### src/rtl/btb_pkg.sv
package btb_pkg;

    localparam int PC_W       = 16;
    localparam int ENTRIES    = 16;
    localparam int INST_BYTES = 2;
    localparam int OFS_W      = $clog2(INST_BYTES);
    localparam int IDX_W      = $clog2(ENTRIES);
    localparam int TAG_W      = PC_W - IDX_W - OFS_W;

    typedef logic [PC_W-1:0]  pc_t;
    typedef logic [IDX_W-1:0] idx_t;
    typedef logic [TAG_W-1:0] tag_t;

    // One slot of the table
    typedef struct packed {
        logic valid;
        tag_t tag;
        pc_t  target;
    } btb_entry_t;

    // Write request from the resolution side
    typedef struct packed {
        logic en;
        idx_t idx;
        tag_t tag;
        pc_t  target;
    } btb_write_t;

    // Classification of a resolving branch against its fetch prediction
    typedef enum logic [2:0] {
        RES_IDLE,
        RES_CORRECT,
        RES_WRONG_DIR,
        RES_WRONG_TGT,
        RES_MISSED_TAKEN
    } res_class_t;

    function automatic idx_t idx_of(pc_t pc);
        return pc[OFS_W +: IDX_W];
    endfunction

    function automatic tag_t tag_of(pc_t pc);
        return pc[PC_W-1 -: TAG_W];
    endfunction

    function automatic logic is_wrong(res_class_t c);
        return (c == RES_WRONG_DIR) || (c == RES_WRONG_TGT) || (c == RES_MISSED_TAKEN);
    endfunction

endpackage

### src/rtl/btb_table.sv
module btb_table
    import btb_pkg::*;
(
    input  logic       clk,
    input  logic       rst,
    input  btb_write_t wr,
    input  idx_t       rd_idx,
    output btb_entry_t rd_entry
);

    btb_entry_t slots [ENTRIES];
    logic [ENTRIES-1:0] valid_vec;

    for (genvar i = 0; i < ENTRIES; i++) begin : g_slot
        always_ff @(posedge clk) begin
            if (rst) begin
                slots[i] <= '0;
            end else if (wr.en && (wr.idx == idx_t'(i))) begin
                slots[i].valid  <= 1'b1;
                slots[i].tag    <= wr.tag;
                slots[i].target <= wr.target;
            end
        end
        assign valid_vec[i] = slots[i].valid;
    end

    // Read returns registered contents: a same-cycle write is not forwarded
    assign rd_entry = slots[rd_idx];

    // without a write request no slot's valid bit moves
    p_hold_without_write_r7: assert property (@(posedge clk) disable iff (rst)
        !wr.en |=> $stable(valid_vec));

    // a requested write leaves its slot valid on the following cycle
    p_write_lands_r6: assert property (@(posedge clk) disable iff (rst)
        wr.en |=> valid_vec[$past(wr.idx)]);

endmodule

### src/rtl/btb_lookup.sv
module btb_lookup
    import btb_pkg::*;
(
    input  pc_t        fetch_pc,
    input  btb_entry_t entry,
    output idx_t       rd_idx,
    output logic       hit,
    output pc_t        target,
    output pc_t        next_pc
);

    pc_t seq_pc;

    assign rd_idx = idx_of(fetch_pc);
    assign seq_pc = fetch_pc + pc_t'(INST_BYTES);

    always_comb begin
        hit     = entry.valid && (entry.tag == tag_of(fetch_pc));
        target  = hit ? entry.target : '0;
        next_pc = hit ? entry.target : seq_pc;
    end

endmodule

### src/rtl/btb_resolve.sv
module btb_resolve
    import btb_pkg::*;
(
    input  logic       res_valid,
    input  pc_t        res_pc,
    input  logic       res_taken,
    input  pc_t        res_target,
    input  logic       res_pred_hit,
    input  pc_t        res_pred_target,
    output btb_write_t wr,
    output res_class_t res_class,
    output logic       mispredict
);

    always_comb begin
        if (!res_valid)
            res_class = RES_IDLE;
        else if (res_pred_hit && !res_taken)
            res_class = RES_WRONG_DIR;
        else if (res_pred_hit && (res_target != res_pred_target))
            res_class = RES_WRONG_TGT;
        else if (!res_pred_hit && res_taken)
            res_class = RES_MISSED_TAKEN;
        else
            res_class = RES_CORRECT;
    end

    assign mispredict = is_wrong(res_class);

    // Only taken branches allocate; not-taken outcomes leave the table alone
    always_comb begin
        wr.en     = res_valid && res_taken;
        wr.idx    = idx_of(res_pc);
        wr.tag    = tag_of(res_pc);
        wr.target = res_target;
    end

endmodule

### src/rtl/btb_predictor.sv
module btb_predictor
    import btb_pkg::*;
(
    input  logic        clk,
    input  logic        rst,
    input  logic [15:0] fetch_pc,
    output logic        pred_hit,
    output logic [15:0] pred_target,
    output logic [15:0] next_pc,
    input  logic        res_valid,
    input  logic [15:0] res_pc,
    input  logic        res_taken,
    input  logic [15:0] res_target,
    input  logic        res_pred_hit,
    input  logic [15:0] res_pred_target,
    output logic        mispredict
);

    btb_write_t wr;
    btb_entry_t rd_entry;
    idx_t       rd_idx;
    res_class_t res_class;

    btb_table u_table (
        .clk      (clk),
        .rst      (rst),
        .wr       (wr),
        .rd_idx   (rd_idx),
        .rd_entry (rd_entry)
    );

    btb_lookup u_lookup (
        .fetch_pc (fetch_pc),
        .entry    (rd_entry),
        .rd_idx   (rd_idx),
        .hit      (pred_hit),
        .target   (pred_target),
        .next_pc  (next_pc)
    );

    btb_resolve u_resolve (
        .res_valid       (res_valid),
        .res_pc          (res_pc),
        .res_taken       (res_taken),
        .res_target      (res_target),
        .res_pred_hit    (res_pred_hit),
        .res_pred_target (res_pred_target),
        .wr              (wr),
        .res_class       (res_class),
        .mispredict      (mispredict)
    );

    // the cycle after a reset edge nothing hits
    p_reset_empty_r1: assert property (@(posedge clk)
        $past(rst) |-> !pred_hit);

    // a taken branch is found with its target on the next cycle
    p_fill_visible_r8: assert property (@(posedge clk) disable iff (rst)
        (res_valid && res_taken) ##1 (fetch_pc[15:1] == $past(res_pc[15:1]))
        |-> (pred_hit && pred_target == $past(res_target)));

    // a hit steers fetch to the stored target
    p_hit_redirect_r4: assert property (@(posedge clk) disable iff (rst)
        pred_hit |-> (next_pc == pred_target));

    // a miss falls through to the next word
    p_miss_sequential_r5: assert property (@(posedge clk) disable iff (rst)
        !pred_hit |-> (next_pc == fetch_pc + 16'd2));

    // a hit that resolves not taken is flagged
    p_wrong_dir_r9: assert property (@(posedge clk) disable iff (rst)
        (res_valid && res_pred_hit && !res_taken) |-> mispredict);

    // no resolution, no flag; a taken miss is flagged
    p_quiet_idle_r11: assert property (@(posedge clk) disable iff (rst)
        !res_valid |-> !mispredict);
    p_taken_miss_r11: assert property (@(posedge clk) disable iff (rst)
        (res_valid && !res_pred_hit && res_taken) |-> mispredict);

    // a hit confirmed taken with matching target is not flagged
    p_target_match_r10: assert property (@(posedge clk) disable iff (rst)
        (res_valid && res_pred_hit && res_taken && res_target == res_pred_target)
        |-> !mispredict);

endmodule

### config.mk
export PLATFORM = sky130hd
export DESIGN_NAME = btb_predictor
export DESIGN_NICKNAME = d
export VERILOG_FILES = /design/src/rtl/btb_pkg.sv /design/src/rtl/btb_table.sv /design/src/rtl/btb_lookup.sv /design/src/rtl/btb_resolve.sv /design/src/rtl/btb_predictor.sv
export SDC_FILE = /design/constraint.sdc
export NUM_CORES = 1
export LEC_CHECK = 0
export BUFFER_PORTS_ARGS = -buffer_cell sky130_fd_sc_hd__buf_2
export CORE_MARGIN = 1.5
export CORE_UTILIZATION = 45
export DETAILED_ROUTE_END_ITERATION = 7
export SYNTH_ARGS = -nofsm -noshare
export SYNTH_HDL_FRONTEND = slang
export SYNTH_SLANG_ARGS = --single-unit
### constraint.sdc
create_clock -name clk -period 4.2 [get_ports clk]
set_input_delay 0.84 -clock clk [delete_from_list [all_inputs] [get_ports clk]]
set_output_delay 0.84 -clock clk [all_outputs]
set_load 0.01 [all_outputs]
# Word-level counts from Yosys, hierarchy flattened
# Memories as Yosys holds them, arrays and structs flattened.
# Index checks and enable logic that the tools add are counted.
[word_totals]
mem_count = 1
mem_bits_rw = 448
register_bits = 0
out_inout_bits = 34
[classes]
addsub = 1
reduce_logical = 26
mux = 104
bitwise_logic = 48
eq_ne = 20
[mem_list]
columns = ["memory", "words", "word_bits", "read_ports", "rd_ports_with_merged_regs", "write_ports", "line", "source"]
rows = [
  ["u_table.slots", 16, 28, 1, 0, 16, "btb_table.sv:11", "btb_entry_t slots [ENTRIES];"],
]
[op_table]
columns = ["cell", "n"]
rows = [
  ["$mux 16", 18],
  ["$mux 11", 16],
  ["$mux 1", 66],
  ["$or 1x1->1", 48],
  ["$eq 4x4->1 const B", 8],
  ["$logic_and 1x1->1", 21],
  ["$add 16x2->16 const B", 1],
  ["$eq 4x3->1 const B", 4],
  ["$ne 16x16->1", 1],
  ["$mux 3", 4],
  ["$eq 11x11->1", 1],
  ["$eq 4x2->1 const B", 2],
  ["$eq 3x2->1 const B", 2],
  ["$eq 4x1->1 const B", 1],
  ["$logic_not 4->1", 1],
  ["$eq 3x3->1 const B", 1],
  ["$logic_not 1->1", 2],
  ["$logic_or 1x1->1", 2],
]

# Logic depth before layout (Yosys ltp)
# Gate-level depths: netlist of run 1.
[depth]
word_depth = 9
mapped_depth = 12

# Modules after synthesis
# Synthesis of run 1 repeated with hierarchy kept, for this count alone.
[hier_totals]
cells_unflattened = 1384
area_unflattened_um2 = 21171.6
[modules_own_cells]
columns = ["module", "cells_each", "instances", "area_per_inst_um2", "seq_area_each_um2"]
rows = [
  ["btb_table", 1228, 1, 19922.9, 13442.9],
  ["btb_lookup", 92, 1, 755.7, 0.0],
  ["btb_resolve", 64, 1, 493.0, 0.0],
]

# Worst setup path before layout of run 1
# Ideal clock, no wire load.
[synth_timing]
path_type = "in2out"
from = "input fetch_pc[1]"
to = "output next_pc[12]"
arrival_time_ns = 3.587
n_path_buf = 4
path_stages = 11
t_required_ns = 3.360
setup_slack_ns = -0.227
path_cell_list = "buf_2 -> buf_6 -> buf_2 -> mux4_2 -> mux2i_1 -> nor3_1 -> a2111oi_1 -> o2111ai_1 -> nor4_4 -> buf_4 -> mux2_1"
[synth_between]
elab_chain_cells = 4
[synth_rtl]
columns = ["item", "line", "source"]
rows = [
  ["start, declared", "btb_predictor.sv:6", "input logic [15:0] fetch_pc,"],
  ["$mem_v2 16x28", "--", ""],
  ["$eq 11x11->1", "btb_lookup.sv:18", "hit = entry.valid && (entry.tag == tag_of(fetch_pc));"],
  ["$logic_and 1x1->1", "btb_lookup.sv:18", ""],
  ["$mux 16 (*)", "btb_lookup.sv:20", "next_pc = hit ? entry.target : seq_pc;"],
  ["end, declared", "btb_predictor.sv:9", "output logic [15:0] next_pc,"],
]
# Mark *: on every way between the ends. The rest lies on a longest branch, timed or not.

# Final worst setup path of run 1
[layout_timing]
from = "input fetch_pc[2]"
to = "output next_pc[0]"
[layout_between]
elab_chain_cells = 4
[layout_rtl]
columns = ["item", "line"]
rows = [
  ["$mem_v2 16x28 (*)", "--"],
  ["$eq 11x11->1", "btb_lookup.sv:18"],
  ["$logic_and 1x1->1", "btb_lookup.sv:18"],
  ["$mux 16 (*)", "btb_lookup.sv:20"],
]
# Marks and branches as above.

==> metrics.cfg, run 1 <==
[cells_and_area]
final_cell_mix = edfxtp_1 (447), and2_1 (442), mux4_2 (126)
area_growth_pct = 17.5
seq_area_um2 = 13400
diodes = 0
reg_top3 = u_table.slots: 448 flops
multiInputGateArea_um2 = 7460
nets = 1562
largest_register = u_table.slots
fillers = 3749
largest_register_ffs = 448
final_common_cell = edfxtp_1
final_util_pct = 53.4
fin_area_um2 = 24800
drive_gt1_share_pct = 29.4

[worst_setup_path]
rr_startpoint = u_table.slots[8][27]
arrival_ns = 3.72
path_class = in2out
timing.rr.end = u_table.slots[8][27]
startpoint = fetch_pc[2]
slowest_delay_ns = 0.50
reg2reg_depth = 2
crit_fanout = 10
r2r_slack_ns = 3.63
path_common_cell = buf_6
critPathCaptureType = output port
cp.required_ns = 3.36
crit_path_start_kind = input port
cp_cell_sequence = buf_16 -> mux4_2 -> mux2i_1 -> xor2_1 -> a21oi_1 -> or4_4 -> nor4_4 -> buf_6 -> buf_6 -> buf_12 -> mux2_4 -> buf_6
cp_slowest_cell = mux4_2
endpoint = next_pc[0]

[sta]
fin_ws_ns = -0.359
relSlewSlack_pct = 41.5
hold_viol = 0
maxSlewViolCount = 0
fmax_mhz = 219
worst_pin_slew_ns = 0.874
skew_ns = 0
setup_viol = 33
fin_crit_sh_pct = 109
rsz0062_at_grt = true
period_minus_slack_ns = 4.56

[floorplan]
dieArea_um2 = 48100
core-area_um2 = 46400
rows = 79
fp.dieH_um = 219
initial_utilization_pct = 45.4
num_io_pins = 103
die_x_um = 219

[synth]
ys_async_sr_fraction_pct = 0
synth.avg_cell_area_um2 = 15.6
yosys_warnings = 0
synth_flop_cell = edfxtp_1
yosysSeqAreaShare_pct = 63.8
syn-num-nets = 1419
syn-cell-area_um2 = 21100
synthCells = 1347
synth_seq_cells = 448
yosys.cell_types.count = 46
synth_enable_flop_cells = 447

[drt]
drc = 0
drt_iter0_drc = 1001
post_drt_wl_per_cell_um = 26.8
drt_pass1_iterations = 5
dr_total_vias = 12000
vias_per_cell = 5.63
routed_wirelength_um = 57200
ant_nets = 0

[global_routing]
antenna_found_initial = 2
grt_pass1_wl_um = 82800
grt_pass1_vias = 12300
grtUsageTotal_pct = 24.5
grt_max_degree = 47
grt.overflow.total = 0

[status]
outcome = finished, violations left
violations = negative setup slack

[flow_run]
maxCapViolations = 0

[clock_tree]
numClockSinks = 448
clock_latency_ns = 0.59
ctsHoldBuffers = 0
cts_buffer_depth = 3
cts_tree = yes
root_buffer = clkbuf_16
htree_levels = 2
path_clk_slew_ns = 0.06
numCtsBuffers = 47

[placed_design]
place_area_um2 = 23000
dp_hpwl_um = 35400
port_buffers = 101
gp_congestion = 0.834

[power_and_ir_drop]
fin_total_pwr_mw = 10.1
p_per_area_nw_per_um2 = 408
ir_drop_mv = 0.264
p_leak_nw = 8.85

[worst_hold_path]
hold_path_class = in2reg

-- cells in the mapped netlist, drive strengths merged (13+ instances only) --
cell	count	area share [%]
nand2	19	0.34
edfxtp	447	64
nor2	30	0.53
clkbuf	76	1.4
mux4	126	13
inv	13	0.23
xor2	25	1.0
and2	449	13
buf	27	0.75
o21ai	14	0.33
xnor2	18	0.75
mux2	17	0.91
mux2i	19	0.90
-- metal layers --
layer / share of wire [%] / global-route usage [%] / vias to the layer above
li1: - / - / 5262
met1: 44 / 34.7 / 6211
met2: 48 / 38.9 / 453
met3: 6.5 / 4.06 / 83
met4: 2.4 / 7.42 / 0
met5: 0 / 0.313 / -
-- cell families (layout without fill, tap and decap cells) --
kind of cell               count (synthesis)  count (layout)  synth area share [%]
and+or+nand+nor                          533             533                  15.3
adders and majority gates                  3               3                 0.178
DFF                                      448             448                  63.8
AOI/OAI and AO/OA                         42              42                  1.32
xor gates and xnor gates                  43              43                  1.79
buffers and inverters                    116             295                  2.34
muxes                                    162             162                  15.3
-- stage by stage --
stage / hold slack [ns] / setup TNS [ns] / worst slack (ns) / cells
floorplan: 0.436 / 0 / 0.00462 / 1347
global placement: 0.484 / -11.58 / -0.472 / 2042
detailed placement: 0.497 / -14.02 / -0.549 / 2042
CTS: 0.428 / -7.65 / -0.343 / 2130
global route: 0.462 / -10.70 / -0.459 / 2133
finish: 0.450 / -7.48 / -0.359 / 2133
-- worst min-delay path by stage --
stage / start / slack (ns) / to / cells past startpoint
after floorplan: u_table.slots[8][27] / 0.44 / u_table.slots[8][27] / 2
after global placement: u_table.slots[8][27] / 0.48 / u_table.slots[8][27] / 2
after detailed placement: u_table.slots[8][27] / 0.50 / u_table.slots[8][27] / 2
after CTS: rst / 0.43 / u_table.slots[8][27] / 2
after global routing: rst / 0.46 / u_table.slots[8][27] / 2
final: rst / 0.45 / u_table.slots[8][27] / 2
-- worst max-delay path: cells and delay by family --
kind,cells,cell delay (ns)
multiplexers,3,1.00
AND/OR/NAND/NOR,2,0.79
buffers and inverters,5,0.67
XOR/XNOR,1,0.29
AO/OA/AOI/OAI,1,0.11
-- final cells by class --
cell class / instances / share of cell area (%)
Sequential cell: 448 / 54.3
Multi-Input combinational cell: 783 / 30.1
Timing Repair Buffer: 197 / 6.54
Clock buffer: 59 / 4.93
Tap cell: 607 / 3.07
Clock inverter: 26 / 0.834
Inverter: 13 / 0.197
-- repair_timing --
item / in CTS / in global routing
endpoints found under the hold margin: 0 / 0
gates resized for setup: 28 / 29
setup endpoints to repair: 33 / 33
pin swaps: 2 / 1
cloned: 1 / 1
buffers inserted: 3 / 2
-- power by group --
part,switching (mW),internal (mW)
clock network,1.75,2.19
registers,0.0612,5.16
logic,0.535,0.408
Power figures use the tool's default switching activity.
==> inputs of run 2 (changes only) <==
--- a/config.mk
+++ b/config.mk
@@ -9,6 +9,7 @@
 export CORE_MARGIN = 1.5
 export CORE_UTILIZATION = 45
 export DETAILED_ROUTE_END_ITERATION = 7
+export SETUP_SLACK_MARGIN = 0.15
 export SYNTH_ARGS = -nofsm -noshare
 export SYNTH_HDL_FRONTEND = slang
 export SYNTH_SLANG_ARGS = --single-unit
==> metrics.cfg, run 2 (same netlist as run 1, synthesis figures left out) <==
[floorplan]
die_x_um = 219
fp.dieH_um = 219
initial_utilization_pct = 45.4
core-area_um2 = 46400
num_io_pins = 103
rows = 79
dieArea_um2 = 48100

[sta]
fin_crit_sh_pct = 108
skew_ns = 0
relSlewSlack_pct = 43.2
finalSetupTns_ns = -8.41
fin_ws_ns = -0.318
fmax_mhz = 221
period_minus_slack_ns = 4.52
rsz0062_at_grt = true
hold_viol = 0
maxSlewViolCount = 0
worst_pin_slew_ns = 0.849
setup_viol = 33

[clock_tree]
htree_levels = 2
cts_tree = yes
numCtsBuffers = 48
ctsHoldBuffers = 0
numClockSinks = 448
cts_buffer_depth = 3
clock_latency_ns = 0.59
root_buffer = clkbuf_16
path_clk_slew_ns = 0.06

[drt]
post_drt_wl_per_cell_um = 27.3
vias_per_cell = 5.67
ant_nets = 0
drc = 0
drt_iter0_drc = 1157
drt_pass1_iterations = 5
dr_total_vias = 12200
routed_wirelength_um = 58700

[worst_setup_path]
arrival_ns = 3.68
reg2reg_depth = 2
crit_fanout = 8
path_class = in2out
cp.required_ns = 3.36
crit_path_start_kind = input port
slowest_delay_ns = 0.50
critPathCaptureType = output port
rr_startpoint = u_table.slots[8][27]
r2r_slack_ns = 3.63
timing.rr.end = u_table.slots[8][27]
cp_cell_sequence = buf_12 -> buf_4 -> mux4_2 -> mux2i_2 -> o22ai_1 -> nor4_2 -> a311oi_2 -> nor4_4 -> buf_6 -> buf_12 -> buf_16 -> mux2_4 -> buf_6
crit_family = multiplexers
cp_slowest_cell = mux4_2
crit_buf_inv = 6

[worst_hold_path]
hold_start = rst
hold_depth = 2
worstHoldEndpoint = u_table.slots[8][27]
hold_path_class = in2reg

[cells_and_area]
fin_area_um2 = 24900
largest_register = u_table.slots
nets = 1575
largest_register_ffs = 448
drive_gt1_share_pct = 30.1
final_cell_mix = and2_1 (448), edfxtp_1 (447), mux4_2 (126)
area_growth_pct = 18.3
final_common_cell = and2_1
reg_top3 = u_table.slots: 448 flops

[global_routing]
grt_pass1_vias = 12300
grtUsageTotal_pct = 25.0
antenna_found_initial = 6
grt.overflow.total = 0
grt_max_degree = 34
grt_pass1_wl_um = 84000

[placed_design]
dp_hpwl_um = 34300
gp_congestion = 0.830
place_area_um2 = 23000
port_buffers = 101

[power_and_ir_drop]
p_leak_nw = 8.95
p_per_area_nw_per_um2 = 416
ir_drop_mv = 0.327

[status]
violations = negative setup slack
outcome = finished, violations left

[flow_run]
maxCapViolations = 0

run 2: changes by cell type in the layout (fill, tap and decap cells not counted), sizes merged:
cell | previous run | this run
buf | 195 | 208
diode | 0 | 3
bufinv | 2 | 4
bufbuf | 1 | 0
clkinv | 22 | 23
inv | 15 | 14
run 2: what timing repair did:
| action | CTS | global route |
|---|---|---|
| setup buffers | 8 | 0 |
| cloned | 2 | 1 |
| endpoints found under the setup margin | 33 | 33 |
| gates resized for setup | 33 | 3 |
run 2: area by class of cell:
type	count	area [um2]
Inverter	13	48.8
Fill cell	3718	21400
Sequential cell	448	13400
Tap cell	607	759
Multi-Input combinational cell	783	7460
Clock buffer	59	1280
Clock inverter	28	245
Antenna cell	3	7.51
Timing Repair Buffer	209	1680
run 2: per-layer routing:
layer	wire length [um]	global-route usage, %	vias to the layer above
li1	-	-	5299
met1	24000	34.1	6258
met2	28600	41.3	554
met3	4800	4.06	73
met4	1340	7.42	0
met5	0	0	-
run 2: how the worst max path moves through the flow:
stage | start | to | slack [ns] | depth (start not counted)
after detailed placement | fetch_pc[2] | next_pc[15] | -0.32 | 11
after floorplan | fetch_pc[2] | next_pc[10] | 0.04 | 10
after CTS | fetch_pc[2] | next_pc[6] | -0.28 | 14
after global routing | fetch_pc[2] | next_pc[6] | -0.39 | 14
after global placement | fetch_pc[2] | next_pc[3] | -0.29 | 11
final | fetch_pc[2] | next_pc[6] | -0.32 | 13
run 2: where the power goes:
| part | leakage (nW) | total (mW) | switching, mW | internal, mW |
|---|---|---|---|---|
| sequential | 4.27 | 5.22 | 0.0617 | 5.16 |
| combinational | 3.92 | 0.973 | 0.551 | 0.423 |
| clock | 0.755 | 4.17 | 1.76 | 2.42 |
| total | 8.95 | 10.4 | 2.37 | 8.00 |
run 2: through the flow:
| step | util (%) | hold slack, ns | instances | setup WS [ns] | power (mW) |
|---|---|---|---|---|---|
| after global placement | 49.7 | 0.469 | 2049 | -0.289 | 6.24 |
| after detailed placement | 49.7 | 0.496 | 2049 | -0.315 | 6.26 |
| after global routing | 53.8 | 0.470 | 2149 | -0.394 | 10.7 |
| after floorplan | - | 0.436 | 1347 | 0.0368 | 5.84 |
| final | 53.8 | 0.457 | 2150 | -0.318 | 10.4 |
| after CTS | 53.7 | 0.416 | 2146 | -0.278 | 10.4 |
==> inputs of run 3 (changes only) <==
--- a/config.mk
+++ b/config.mk
@@ -5,9 +5,11 @@
 export SDC_FILE = /design/constraint.sdc
 export NUM_CORES = 1
 export LEC_CHECK = 0
+export ABC_CLOCK_PERIOD_IN_PS = 4200
 export BUFFER_PORTS_ARGS = -buffer_cell sky130_fd_sc_hd__buf_2
 export CORE_MARGIN = 1.5
 export CORE_UTILIZATION = 45
+export CTS_CLUSTER_SIZE = 40
 export DETAILED_ROUTE_END_ITERATION = 7
 export SETUP_SLACK_MARGIN = 0.15
 export SYNTH_ARGS = -nofsm -noshare
==> constraint.sdc (replaced) <==
create_clock -name clk -period 4.2 [get_ports clk]
set_input_delay 0.84 -clock clk [delete_from_list [all_inputs] [get_ports clk]]
set_output_delay 0.84 -clock clk [all_outputs]
set_load 0.005 [all_outputs]
==> metrics.cfg, run 3 (same netlist as run 1, synthesis figures left out) <==
[power_and_ir_drop]
p_sw_share_pct = 22.6
p_leak_nw = 8.91
pwr-share-comb_pct = 9.3
fin_total_pwr_mw = 10.3
switching_power_mw = 2.33
p_per_area_nw_per_um2 = 415
p_seq_share_pct = 50.6
intPower_mw = 7.99
clockPowerShare_pct = 40.1
ir_drop_mv = 0.302

[cells_and_area]
final_common_cell = edfxtp_1
area_growth_pct = 18.1
final_util_pct = 53.7
fin_area_um2 = 24900
reg_top3 = u_table.slots: 448 flops
largest_register_ffs = 448
nets = 1566
drive_gt1_share_pct = 30.0
fillers = 3721
final_cell_mix = edfxtp_1 (447), and2_1 (442), mux4_2 (126)
diodes = 0
largest_register = u_table.slots

[worst_setup_path]
crit_buf_inv = 6
cp_cell_sequence = buf_12 -> buf_12 -> mux4_2 -> mux4_2 -> xor2_1 -> nor2_1 -> o2111ai_2 -> nor4_4 -> buf_4 -> buf_12 -> buf_16 -> and2_1 -> buf_2
path_class = in2out
rr_startpoint = u_table.slots[8][27]
path_common_cell = buf_12
crit_fanout = 8
startpoint = fetch_pc[2]
slowest_delay_ns = 0.56
arrival_ns = 3.58
r2r_slack_ns = 3.63
cp_slowest_cell = mux4_2
crit_path_start_kind = input port
crit_family = multiplexers
cp.required_ns = 3.36
critPathCaptureType = output port

[sta]
skew_ns = 0
hold_viol = 0
worst_pin_slew_ns = 0.951
maxSlewViolCount = 0
fmax_mhz = 226
fin_ws_ns = -0.224
rsz0062_at_grt = true
hold_slack_ns = 0.459
fin_crit_sh_pct = 105
relSlewSlack_pct = 36.3
setup_viol = 32
period_minus_slack_ns = 4.42

[placed_design]
port_buffers = 101
place_area_um2 = 23000
dp_hpwl_um = 33300
place_worst_setup_slack_ns = -0.330
gp_congestion = 0.823

[floorplan]
dieArea_um2 = 48100
initial_utilization_pct = 45.4
fp.dieH_um = 219
die_x_um = 219
num_io_pins = 103
rows = 79
core-area_um2 = 46400

[drt]
post_drt_wl_per_cell_um = 26.8
drt_pass1_iterations = 5
routed_wirelength_um = 57300
dr_total_vias = 12000
vias_per_cell = 5.63
ant_nets = 0
drc = 0
drt_iter0_drc = 1100

[global_routing]
antenna_found_initial = 5
grt_max_degree = 34
grt.overflow.total = 0
grt_pass1_wl_um = 83300
grt_pass1_vias = 12300
grtUsageTotal_pct = 24.7

[clock_tree]
ctsHoldBuffers = 0
clock_latency_ns = 0.58
path_clk_slew_ns = 0.06
numCtsBuffers = 48
cts_tree = yes
root_buffer = clkbuf_16
cts_buffer_depth = 3
htree_levels = 2
numClockSinks = 448

[status]
violations = negative setup slack
outcome = finished, violations left

[worst_hold_path]
hold_path_class = in2reg
hold_start = rst

[flow_run]
maxCapViolations = 0

## run 3: changes by cell type in the layout (fill, tap and decap cells not counted), sizes merged
cell / before / now
buf: 208 / 200
clkbuf: 60 / 58
clkinv: 23 / 24
clkinvlp: 0 / 1
diode: 3 / 0
inv: 14 / 13
## run 3: stage by stage
step | TNS [ns] | cells
after floorplan | 0 | 1347
after global placement | -4.30 | 2045
after detailed placement | -6.29 | 2045
after CTS | -5.02 | 2138
after global routing | -9.90 | 2138
final | -5.18 | 2138
## run 3: timing repair
item | in CTS | in global routing
setup buffers | 3 | 0
endpoints found under the setup margin | 33 | 33
gates cloned | 3 | 0
hold endpoints to repair | 0 | 0
pin swaps | 1 | 0
resized for setup | 43 | 6
## run 3: power by group through the flow
stage / Sequential [mW] / Clock [mW] / Combinational (mW)
6_report: 5.22 / 4.14 / 0.963
5_1_grt: 5.24 / 4.37 / 1.02
4_1_cts: 5.22 / 4.20 / 0.966
3_5_place_dp: 5.31 / 0 / 0.934
3_3_place_gp: 5.30 / 0 / 0.929
2_1_floorplan: 5.30 / 0 / 0.530
## run 3: worst paths after layout
path	end	cells past startpoint
worst max-delay path	pred_target[5]	13
worst min-delay path	u_table.slots[8][27]	2
worst max register to register	u_table.slots[8][27]	2
worst min register to register	u_table.slots[8][27]	2
## run 3: final cells by class
| type | instances | area [um2] | share of cell area, % |
|---|---|---|---|
| Clock inverter | 29 | 249 | 1.00 |
| Multi-Input combinational cell | 783 | 7480 | 30.1 |
| Sequential cell | 448 | 13400 | 54.0 |
| Timing Repair Buffer | 200 | 1620 | 6.53 |
| Clock buffer | 58 | 1280 | 5.15 |
| Inverter | 13 | 48.8 | 0.196 |
| Tap cell | 607 | 759 | 3.05 |
## run 3: routing by layer
layer | track usage, % | up-vias | part of all wire, %
li1 | - | 5267 | -
met1 | 34.3 | 6189 | 42
met2 | 39.3 | 481 | 47
met3 | 4.89 | 93 | 7.8
met4 | 7.53 | 2 | 2.9
met5 | 0 | - | 0.016
